[src/rtl/sba_pkg.sv]
package sba_pkg;
  localparam int unsigned SBA_BYTE_W = 8;
  localparam int unsigned SBA_A1_N   = 3;
  localparam int unsigned SBA_A2_N   = 3;
  localparam logic [7:0]  SBA_A1_DEF = 8'hF6;
  localparam logic [7:0]  SBA_A2_DEF = 8'h28;

  typedef enum logic {
    ST_LOCKED = 1'b0,
    ST_SEARCH = 1'b1
  } align_st_t;
endpackage

[src/rtl/sba_shift_window.sv]
module sba_shift_window #(
  parameter int unsigned BYTE_W = 8,
  parameter int unsigned A1_N   = 3,
  parameter int unsigned A2_N   = 3,
  parameter logic [BYTE_W-1:0] A1_VAL = 8'hF6,
  parameter logic [BYTE_W-1:0] A2_VAL = 8'h28
) (
  input  logic              clk,
  input  logic              rst,
  input  logic              bit_in,
  output logic [BYTE_W-1:0] win_byte,
  output logic              pat_hit
);
  localparam int unsigned SLOTS = A1_N + A2_N;
  localparam int unsigned WIN_W = SLOTS * BYTE_W;

  // Oldest byte sits at the top of the window, newest at the bottom.
  function automatic logic [WIN_W-1:0] build_pattern();
    logic [WIN_W-1:0] p;
    p = '0;
    for (int s = 0; s < int'(SLOTS); s++) begin
      p[WIN_W-1-s*BYTE_W -: BYTE_W] = (s < int'(A1_N)) ? A1_VAL : A2_VAL;
    end
    return p;
  endfunction

  localparam logic [WIN_W-1:0] PATTERN = build_pattern();

  logic [WIN_W-1:0] shreg;

  always_ff @(posedge clk) begin
    if (rst) shreg <= '0;
    else     shreg <= {shreg[WIN_W-2:0], bit_in};
  end

  assign win_byte = shreg[BYTE_W-1:0];
  assign pat_hit  = (shreg == PATTERN);
endmodule

[src/rtl/sba_align_ctrl.sv]
module sba_align_ctrl
  import sba_pkg::*;
#(
  parameter int unsigned BYTE_W = 8
) (
  input  logic clk,
  input  logic rst,
  input  logic oof_req,
  input  logic hold_align,
  input  logic pat_hit,
  output logic byte_edge,
  output logic frame_edge,
  output logic searching
);
  localparam int unsigned PH_W = (BYTE_W > 1) ? $clog2(BYTE_W) : 1;
  localparam logic [PH_W-1:0] PH_LAST = PH_W'(BYTE_W - 1);

  function automatic logic [PH_W-1:0] next_phase(input logic [PH_W-1:0] p);
    return (p == PH_LAST) ? '0 : p + 1'b1;
  endfunction

  align_st_t       st;
  logic [PH_W-1:0] phase;
  logic [PH_W-1:0] boff;
  logic            oof_q;
  logic            oof_rise;
  logic            relock;
  logic            on_boundary;

  assign oof_rise    = oof_req & ~oof_q;
  assign searching   = (st == ST_SEARCH);
  assign relock      = searching & pat_hit & ~hold_align;
  assign on_boundary = (phase == boff);
  assign byte_edge   = on_boundary | relock;
  assign frame_edge  = byte_edge & pat_hit;

  always_ff @(posedge clk) begin
    if (rst) begin
      st    <= ST_LOCKED;
      phase <= '0;
      boff  <= '0;
      oof_q <= 1'b0;
    end else begin
      phase <= next_phase(phase);
      oof_q <= oof_req;
      if (hold_align) begin
        st <= ST_LOCKED;
      end else if (relock) begin
        st   <= ST_LOCKED;
        boff <= phase;
      end else if (oof_rise) begin
        st <= ST_SEARCH;
      end
    end
  end

  AST_LOCKED_BOFF_STABLE: assert property (@(posedge clk) disable iff (rst)
    !searching |=> $stable(boff));
  AST_SEARCH_NEEDS_RISE: assert property (@(posedge clk) disable iff (rst)
    $rose(searching) |-> $past(oof_req) && !$past(oof_q));
  AST_HOLD_BLOCKS_SEARCH: assert property (@(posedge clk) disable iff (rst)
    hold_align |=> !searching);
  AST_MATCH_ENDS_SEARCH: assert property (@(posedge clk) disable iff (rst)
    (searching && pat_hit && !hold_align) |=> !searching);
endmodule

[src/rtl/sba_byte_out.sv]
module sba_byte_out #(
  parameter int unsigned BYTE_W = 8,
  parameter logic [BYTE_W-1:0] A2_VAL = 8'h28
) (
  input  logic              clk,
  input  logic              rst,
  input  logic              byte_edge,
  input  logic              frame_edge,
  input  logic [BYTE_W-1:0] win_byte,
  output logic [BYTE_W-1:0] byte_out,
  output logic              byte_stb,
  output logic              frame_sync
);
  always_ff @(posedge clk) begin
    if (rst) begin
      byte_out   <= '0;
      byte_stb   <= 1'b0;
      frame_sync <= 1'b0;
    end else begin
      byte_stb <= byte_edge;
      if (byte_edge) begin
        byte_out   <= win_byte;
        frame_sync <= frame_edge;
      end
    end
  end

  AST_SYNC_ON_STROBE: assert property (@(posedge clk) disable iff (rst)
    $rose(frame_sync) |-> byte_stb);
  AST_SYNC_HOLDS_BETWEEN: assert property (@(posedge clk) disable iff (rst)
    !byte_stb |-> $stable(frame_sync));
  AST_BYTE_HOLDS_BETWEEN: assert property (@(posedge clk) disable iff (rst)
    !byte_stb |-> $stable(byte_out));
  AST_SYNC_CARRIES_A2: assert property (@(posedge clk) disable iff (rst)
    (frame_sync && byte_stb) |-> byte_out == A2_VAL);
endmodule

[src/rtl/sonet_byte_aligner.sv]
module sonet_byte_aligner
  import sba_pkg::*;
#(
  parameter int unsigned BYTE_W = SBA_BYTE_W,
  parameter int unsigned A1_N   = SBA_A1_N,
  parameter int unsigned A2_N   = SBA_A2_N,
  parameter logic [BYTE_W-1:0] A1_VAL = SBA_A1_DEF,
  parameter logic [BYTE_W-1:0] A2_VAL = SBA_A2_DEF
) (
  input  logic              clk,
  input  logic              rst,
  input  logic              rx_bit,
  input  logic              oof_req,
  input  logic              hold_align,
  output logic [BYTE_W-1:0] byte_out,
  output logic              byte_stb,
  output logic              frame_sync
);
  logic [BYTE_W-1:0] win_byte;
  logic              pat_hit;
  logic              byte_edge;
  logic              frame_edge;
  logic              searching;

  sba_shift_window #(
    .BYTE_W (BYTE_W),
    .A1_N   (A1_N),
    .A2_N   (A2_N),
    .A1_VAL (A1_VAL),
    .A2_VAL (A2_VAL)
  ) win_i (
    .clk      (clk),
    .rst      (rst),
    .bit_in   (rx_bit),
    .win_byte (win_byte),
    .pat_hit  (pat_hit)
  );

  sba_align_ctrl #(
    .BYTE_W (BYTE_W)
  ) ctrl_i (
    .clk        (clk),
    .rst        (rst),
    .oof_req    (oof_req),
    .hold_align (hold_align),
    .pat_hit    (pat_hit),
    .byte_edge  (byte_edge),
    .frame_edge (frame_edge),
    .searching  (searching)
  );

  sba_byte_out #(
    .BYTE_W (BYTE_W),
    .A2_VAL (A2_VAL)
  ) out_i (
    .clk        (clk),
    .rst        (rst),
    .byte_edge  (byte_edge),
    .frame_edge (frame_edge),
    .win_byte   (win_byte),
    .byte_out   (byte_out),
    .byte_stb   (byte_stb),
    .frame_sync (frame_sync)
  );

  AST_NO_STROBE_IN_RESET_EXIT: assert property (@(posedge clk)
    $past(rst) |-> !byte_stb && !frame_sync);
endmodule

[config.mk]
export PLATFORM = sky130hd
export DESIGN_NAME = sonet_byte_aligner
export DESIGN_NICKNAME = d
export VERILOG_FILES = /design/src/rtl/sba_pkg.sv /design/src/rtl/sba_shift_window.sv /design/src/rtl/sba_align_ctrl.sv /design/src/rtl/sba_byte_out.sv /design/src/rtl/sonet_byte_aligner.sv
export SDC_FILE = /design/constraint.sdc
export NUM_CORES = 1
export LEC_CHECK = 0
export ABC_AREA = 0
export CAP_MARGIN = 20
export CORE_MARGIN = 1
export CORE_UTILIZATION = 30
export DETAILED_ROUTE_END_ITERATION = 10
export DONT_BUFFER_PORTS = 1
export PLACE_DENSITY_LB_ADDON = 0.15
export SETUP_SLACK_MARGIN = 0.2
export SYNTH_ARGS = -nofsm -noshare
export SYNTH_HDL_FRONTEND = slang
export SYNTH_HIERARCHICAL = 1
export SYNTH_SLANG_ARGS = --single-unit
[constraint.sdc]
create_clock -name clk -period 2.2 [get_ports clk]
set_clock_uncertainty 0.1 [all_clocks]
set_input_delay 0.11 -clock clk [delete_from_list [all_inputs] [get_ports clk]]
set_output_delay 0.11 -clock clk [all_outputs]
set_load 0.01 [all_outputs]
==> results of run 1 <==
path summary, 6_finish.rpt:
| kind | from | to | slack [ns] | cells past startpoint |
|---|---|---|---|---|
| max | win_i/shreg[3] | out_i/byte_out[1] | 0.18 | 8 |
| min | rst | ctrl_i/boff[0] | -0.24 | 1 |
| max reg2reg | win_i/shreg[3] | out_i/byte_out[1] | 0.18 | 8 |
| min reg2reg | ctrl_i/boff[2] | ctrl_i/boff[2] | 0.44 | 2 |
logic make-up (layout without fill, tap and decap cells):
kind of cell | count (synthesis) | in the layout | share of synthesized area (%)
mux | 12 | 12 | 5.49
compound gates | 1 | 1 | 0.229
flops | 66 | 66 | 60.4
buf+inv | 17 | 71 | 4.69
fa+ha+maj | 2 | 2 | 1.14
simple gates | 88 | 88 | 26.8
xor+xnor | 3 | 3 | 1.20
what timing repair did:
action / in CTS / in global routing
gates resized for setup: 6 / 3
endpoints found under the setup margin: 13 / 14
buffers inserted: 2 / 0
pin swaps: 2 / 1
endpoints found under the hold margin: 66 / 14
cells in the final DEF (no fill, tap or decap), types with 2 or more instances in the layout:
cell type,n
dfxtp_1,64
dlygate4sd3_1,53
nor2b_1,49
mux2i_1,12
nor2_1,12
clkbuf_8,11
nor4b_2,4
xnor2_1,3
nand4_1,3
nor3b_1,3
buf_4,3
nand4b_1,3
clkbuf_1,2
ha_1,2
nor4b_1,2
report_power, final:
part | internal [mW] | switching, mW | total, mW
combinational | 0.0484 | 0.0278 | 0.0762
clock | 0.453 | 0.393 | 0.846
sequential | 1.21 | 0.0146 | 1.22
metal layers:
layer / track usage (%) / vias up / wire length, microns
li1: - / 716 / -
met1: 15.3 / 683 / 2000
met2: 21.1 / 23 / 2060
met3: 4.74 / 9 / 149
met4: 6.26 / 0 / 79
met5: 0 / - / 0
final cells by class:
type | instances | area (sq um)
Sequential cell | 66 | 1330
Fill cell | 679 | 3920
Inverter | 1 | 3.75
Timing Repair Buffer | 57 | 573
Multi-Input combinational cell | 106 | 801
Tap cell | 96 | 120
Clock buffer | 13 | 159
flip-flops by register name, indices dropped and copies added (netlist names):
register          count
out_i/byte_out        8
win_i/shreg          48
out_i/frame_sync      1
ctrl_i/boff           3
ctrl_i/phase          3
ctrl_i/searching      1
ctrl_i/oof_q          1
out_i/byte_stb        1
==> metrics.yaml, run 1 <==
clock_network:
  clock_sinks: 66
  root_buffer: "clkbuf_8"
  cts_tree: "built"
  ctsHtreeMaxLevel: 3
  hold_buffers: 53
  insertion_delay_ns: 0.33
  clk_path_buf_depth: 2
  numCtsBuffers: 9
  clk_pin_slew_ns: 0.07
floorplanning:
  die-area_sq_mm: 0.00764
  ioPinCount: 15
  fp.dieH_microns: 87.4
  start_util_pct: 31.7
  die_x_microns: 87.4
  core_area_sq_mm: 0.00691
  rows: 30
logic_synthesis:
  synthCells: 189
  async_flop_share_pct: 0
  ys_types: 26
  synth_common_cells: "66 x dfxtp_1, 49 x nor2b_1, 12 x mux2i_1, 12 x nor2_1, 8 x buf_4"
  synth_ff_type: "dfxtp_1"
  ys_top_cells_by_area: "dfxtp_1 60%, nor2b_1 14%, mux2i_1 5.5%, buf_4 2.7%, nor4b_1 2.4%"
  syn_avg_cell_area_sq_um: 11.6
  synth.most_common_cell: "dfxtp_1"
  synth.net_count: 196
  yosys.area.top_type: "dfxtp_1"
  synth_top_area_share_pct: 60.4
  ys_ff_latch: 66
  ys_seq_area_share_pct: 60.4
  synthesis.area_sq_mm: 0.00219
  synth_edf_count: 0
  yosys_warnings: 6
global_route:
  grt_pass1_vias: 1522
  grt_pass1_wl_mm: 7.33
  antenna_found_initial: 0
  grt_overflow: 0
  grt_max_degree: 67
  grtUsageTotal_pct: 13.1
finish:
  antennaDiodeCount: 0
  finish.instance_area_sq_mm: 0.00298
  utilization_pct: 43.2
  final_nets: 248
  area_growth_pct: 36.4
  drive_above_1_share_pct: 11.5
  fin_cells: 339
timing:
  setup_tns_ns: 0
  slew_viol_final: 0
  rsz0062_at_grt: "yes"
  hold-worst-slack_ns: -0.243
  slew_headroom_pct: 79.5
  worst_slack_ns: 0.183
  fmax_ghz: 0.496
  min_period_ns: 2.02
  hold_violations: 14
  tightest_slew_ns: 0.303
  setup_viol: 0
  post-route-period-util_pct: 91.7
setup_path:
  slowest_stage: "or4_4"
  path_class: "reg2reg"
  cp_top_family: "simple AND/OR/NAND/NOR gates"
  start_kind: "flop"
  crit_buf_inv: 1
  cp_cell_sequence: "nand4_4 > or4_4 > nor3_4 > nand3b_4 > nand2_2 > buf_12 > mux2i_1 > nor2_1"
  crit_required_ns: 2.32
  crit_path_end_kind: "flop"
  path_max_fanout: 10
  crit_arrival_ns: 2.14
  critPathMaxStageDelay_ns: 0.57
power:
  total_power_mw: 2.15
  power_per_cell_area_mw_per_mm2: 719
  p_leak_nw: 1.36
  peakVddDrop_uv: 219
outcome:
  status: "finished with violations"
  violations: "negative hold slack"
route:
  drt_iter0_drc: 37
  drc: 0
  dr.pass1.iters: 4
  vias: 1431
  ant_nets: 0
  wl_per_cell_microns: 12.6
  routed_wl_mm: 4.29
  routed_via_density: 4.22
placement:
  place_area_sq_mm: 0.00224
  gp_congestion: 0.704
  pre_cts_ws_ns: 0.0426
  dp.final_hpwl_mm: 2.42
  io_buffers: 0
  dp_cells: 271
run:
  max_cap_violations: 0
min_path:
  hold_path_class: "in2reg"
Note: power is estimated with default switching activity, not from simulation.
==> run 2, diff against run 1 <==
- ABC_AREA: 0 -> 1
==> metrics.yaml, run 2 <==
timing:
  hold_violations: 0  # was 14
  min_period_ns: 1.76  # was 2.02 ns
  worst_slack_ns: 0.444  # was 0.183 ns
  post-route-period-util_pct: 79.8  # was 91.7%
  slew_viol_final: 0  # unchanged
  setup_viol: 0  # unchanged
  fmax_ghz: 0.570  # was 0.496 GHz
  setup_tns_ns: 0  # unchanged
  rsz0062_at_grt: "no"  # was yes
  slew_headroom_pct: 85.1  # was 79.5%
  tightest_slew_ns: 0.223  # was 0.303 ns
placement:
  gp_congestion: 0.678  # was 0.704
  io_buffers: 0  # unchanged
  pre_cts_ws_ns: 0.271  # was 0.0426 ns
  dp.final_hpwl_mm: 2.31  # was 2.42 mm
logic_synthesis:
  synth.most_common_cell: "nor2_1"  # was dfxtp_1
  synth_ff_type: "dfxtp_1"  # unchanged
  ys_top_cells_by_area: "dfxtp_1 56%, nor2_1 14%, inv_1 11%, nand2_1 7.5%, buf_4 2.6%"  # was dfxtp_1 60%, nor2b_1 14%, mux2i_1 5.5%, buf_4 2.7%, nor4b_1 2.4%
  synth.net_count: 310  # was 196
  synth_top_area_share_pct: 56.3  # was 60.4%
  synthCells: 303  # was 189
  yosys_warnings: 6  # unchanged
  ys_seq_area_share_pct: 56.3  # was 60.4%
  synth_common_cells: "86 x nor2_1, 66 x dfxtp_1, 66 x inv_1"  # was 66 x dfxtp_1, 49 x nor2b_1, 12 x mux2i_1, 12 x nor2_1, 8 x buf_4
  syn_avg_cell_area_sq_um: 7.74  # was 11.6 sq um
  ys_ff_latch: 66  # unchanged
  synthesis.area_sq_mm: 0.00235  # was 0.00219 sq mm
  yosys.area.top_type: "dfxtp_1"  # unchanged
  synth_edf_count: 0  # unchanged
  ys_types: 23  # was 26
  async_flop_share_pct: 0  # unchanged
power:
  p_leak_nw: 1.10  # was 1.36 nW
  peakVddDrop_uv: 538  # was 219 uV
  power_per_cell_area_mw_per_mm2: 877  # was 719 mW/mm^2
setup_path:
  start_kind: "flop"  # unchanged
  r2r_cells: 15  # was 8
  rr_startpoint: "win_i/shreg[20]"  # was win_i/shreg[3]
  path_class: "reg2reg"  # unchanged
  critPathMaxStageDelay_ns: 0.30  # was 0.57 ns
  slowest_stage: "dfxtp_1"  # was or4_4
  cpMostUsedCell: "nand2_1"
  crit_buf_inv: 3  # was 1
  cp_cell_sequence: "inv_1 > nand2_1 > nor2_1 > nand2_1 > nor2_1 > nand2_1 > nor2_2 > nand2_2 > nor2_4 > inv_2 > nand2_4 > buf_8 > nand2_1 > nand2_1 > nor2_1"  # was nand4_4 > or4_4 > nor3_4 > nand3b_4 > nand2_2 > buf_12 > mux2i_1 > nor2_1
  crit_required_ns: 2.33  # was 2.32 ns
  crit_arrival_ns: 1.89  # was 2.14 ns
  reg2reg_to: "out_i/byte_out[1]"  # unchanged
  rrSetupSlack_ns: 0.44  # was 0.18 ns
  cp_top_family: "simple AND/OR/NAND/NOR gates"  # unchanged
  path_max_fanout: 10  # unchanged
  crit_path_end_kind: "flop"  # unchanged
floorplanning:
  core_area_sq_mm: 0.00741  # was 0.00691 sq mm
  rows: 31  # was 30
  die-area_sq_mm: 0.00818  # was 0.00764 sq mm
  ioPinCount: 15  # unchanged
  start_util_pct: 31.7  # about the same
  die_x_microns: 90.4  # was 87.4 microns
  fp.dieH_microns: 90.4  # was 87.4 microns
clock_network:
  insertion_delay_ns: 0.33  # about the same
  clk_path_buf_depth: 2  # unchanged
  cts_tree: "built"  # unchanged
  clk_pin_slew_ns: 0.07  # about the same
  numCtsBuffers: 9  # unchanged
  root_buffer: "clkbuf_8"  # unchanged
  ctsHtreeMaxLevel: 3  # unchanged
  clock_sinks: 66  # unchanged
finish:
  final_common_cell: "nor2_1"  # was dfxtp_1
  final_nets: 316  # was 248
  utilization_pct: 35.9  # was 43.2%
  multi_input_area_sq_um: 647  # was 801 sq um
  drive_above_1_share_pct: 8.60  # was 11.5%
  top_regs: "win_i/shreg: 48 flops, out_i/byte_out: 8 flops"  # unchanged
  antennaDiodeCount: 0  # unchanged
  area_growth_pct: 13.2  # was 36.4%
  final_cell_mix: "85 x nor2_1, 66 x inv_1, 65 x dfxtp_1, 46 x nand2_1, 9 x clkbuf_8"  # was 64 x dfxtp_1, 53 x dlygate4sd3_1, 49 x nor2b_1, 12 x mux2i_1, 12 x nor2_1
  regArea_sq_mm: 0.00132  # was 0.00133 sq mm
  fillers: 798  # was 679
  top_register: "win_i/shreg"  # unchanged
  largest_reg_flops: 48  # unchanged
route:
  routed_via_density: 3.80  # was 4.22
  drc: 0  # unchanged
  wl_per_cell_microns: 8.51  # was 12.6 microns
  drt_iter0_drc: 33  # was 37
  vias: 1568  # was 1431
  ant_nets: 0  # unchanged
  dr.pass1.iters: 4  # unchanged
  routed_wl_mm: 3.51  # was 4.29 mm
run:
  max_cap_violations: 0  # unchanged
global_route:
  grt_pass1_wl_mm: 6.44  # was 7.33 mm
  grtUsageTotal_pct: 10.1  # was 13.1%
  antenna_found_initial: 0  # unchanged
  grt_max_degree: 54  # was 67
  grt_pass1_vias: 1554  # was 1522
  grt_overflow: 0  # unchanged
min_path:
  worstHoldStart: "win_i/shreg[13]"  # was rst
  min_to: "win_i/shreg[14]"  # was ctrl_i/boff[0]
  whs_path_depth: 2  # was 1
  hold_path_class: "reg2reg"  # was in2reg
outcome:
  status: "finished clean"  # was finished with violations
[run 2: worst min-delay path, stage by stage, from the launching register on]
cell and delay (ns):
dfxtp_1 0.31, inv_1 0.04, nor2_1 0.03
[run 2: kinds of logic (layout without fill, tap and decap cells)]
family / after synthesis / count (layout) / synth area share (%)
buffers and inverters: 84 / 95 / 16.5
xor gates and xnor gates: 1 / 1 / 0.373
DFF: 66 / 66 / 56.3
adders and majority gates: 2 / 2 / 1.07
and+or+nand+nor: 143 / 143 / 24.1
AOI/OAI and AO/OA: 7 / 7 / 1.65
[run 2: how the worst max path moves through the flow]
stage | startpoint | to | slack (ns) | cells after the start
after global placement | win_i/shreg[7] | out_i/byte_out[0] | 0.31 | 15
after CTS | win_i/shreg[4] | out_i/byte_out[1] | 0.26 | 15
after global routing | win_i/shreg[12] | out_i/frame_sync | 0.20 | 15
after detailed placement | win_i/shreg[5] | out_i/byte_out[1] | 0.27 | 14
after floorplan | win_i/shreg[6] | out_i/byte_out[0] | 0.57 | 15
final | win_i/shreg[20] | out_i/byte_out[1] | 0.44 | 15
[run 2: where the power goes]
group | internal, mW | total, mW | switching, mW
Sequential | 1.23 | 1.26 | 0.0299
Clock | 0.522 | 0.935 | 0.413
Combinational | 0.0629 | 0.139 | 0.0765
Total | 1.81 | 2.33 | 0.519
[run 2: layout make-up]
type                            count  share of cell area, %
Sequential cell                    66                   49.8
Clock inverter                      3                   1.51
Tap cell                           99                   4.66
Timing Repair Buffer               10                   4.71
Multi-Input combinational cell    153                   24.4
Inverter                           69                   9.75
Clock buffer                       13                   5.23
[run 2: repair_timing]
item,in CTS,in global routing
endpoints found under the setup margin,0,10
buffers inserted,0,2
resized for setup,0,6
hold buffers,6,0
endpoints found under the hold margin,66,0
[run 2: stage by stage]
stage	cells	hold slack, ns	area, sq um	total power, mW
3_5_place_dp	388	0.0902	2350	1.38
3_3_place_gp	388	0.0871	2350	1.38
6_report	413	0.313	2660	2.33
2_1_floorplan	303	0.0812	2350	1.39
5_1_grt	413	0.337	2660	2.46
4_1_cts	410	0.313	2600	2.36
[run 2: routing by layer]
metal	share of wire, %	track usage [%]
met3	5.1	5.64
met2	45	16.0
met5	0	0
met1	49	11.2
met4	1.1	4.44
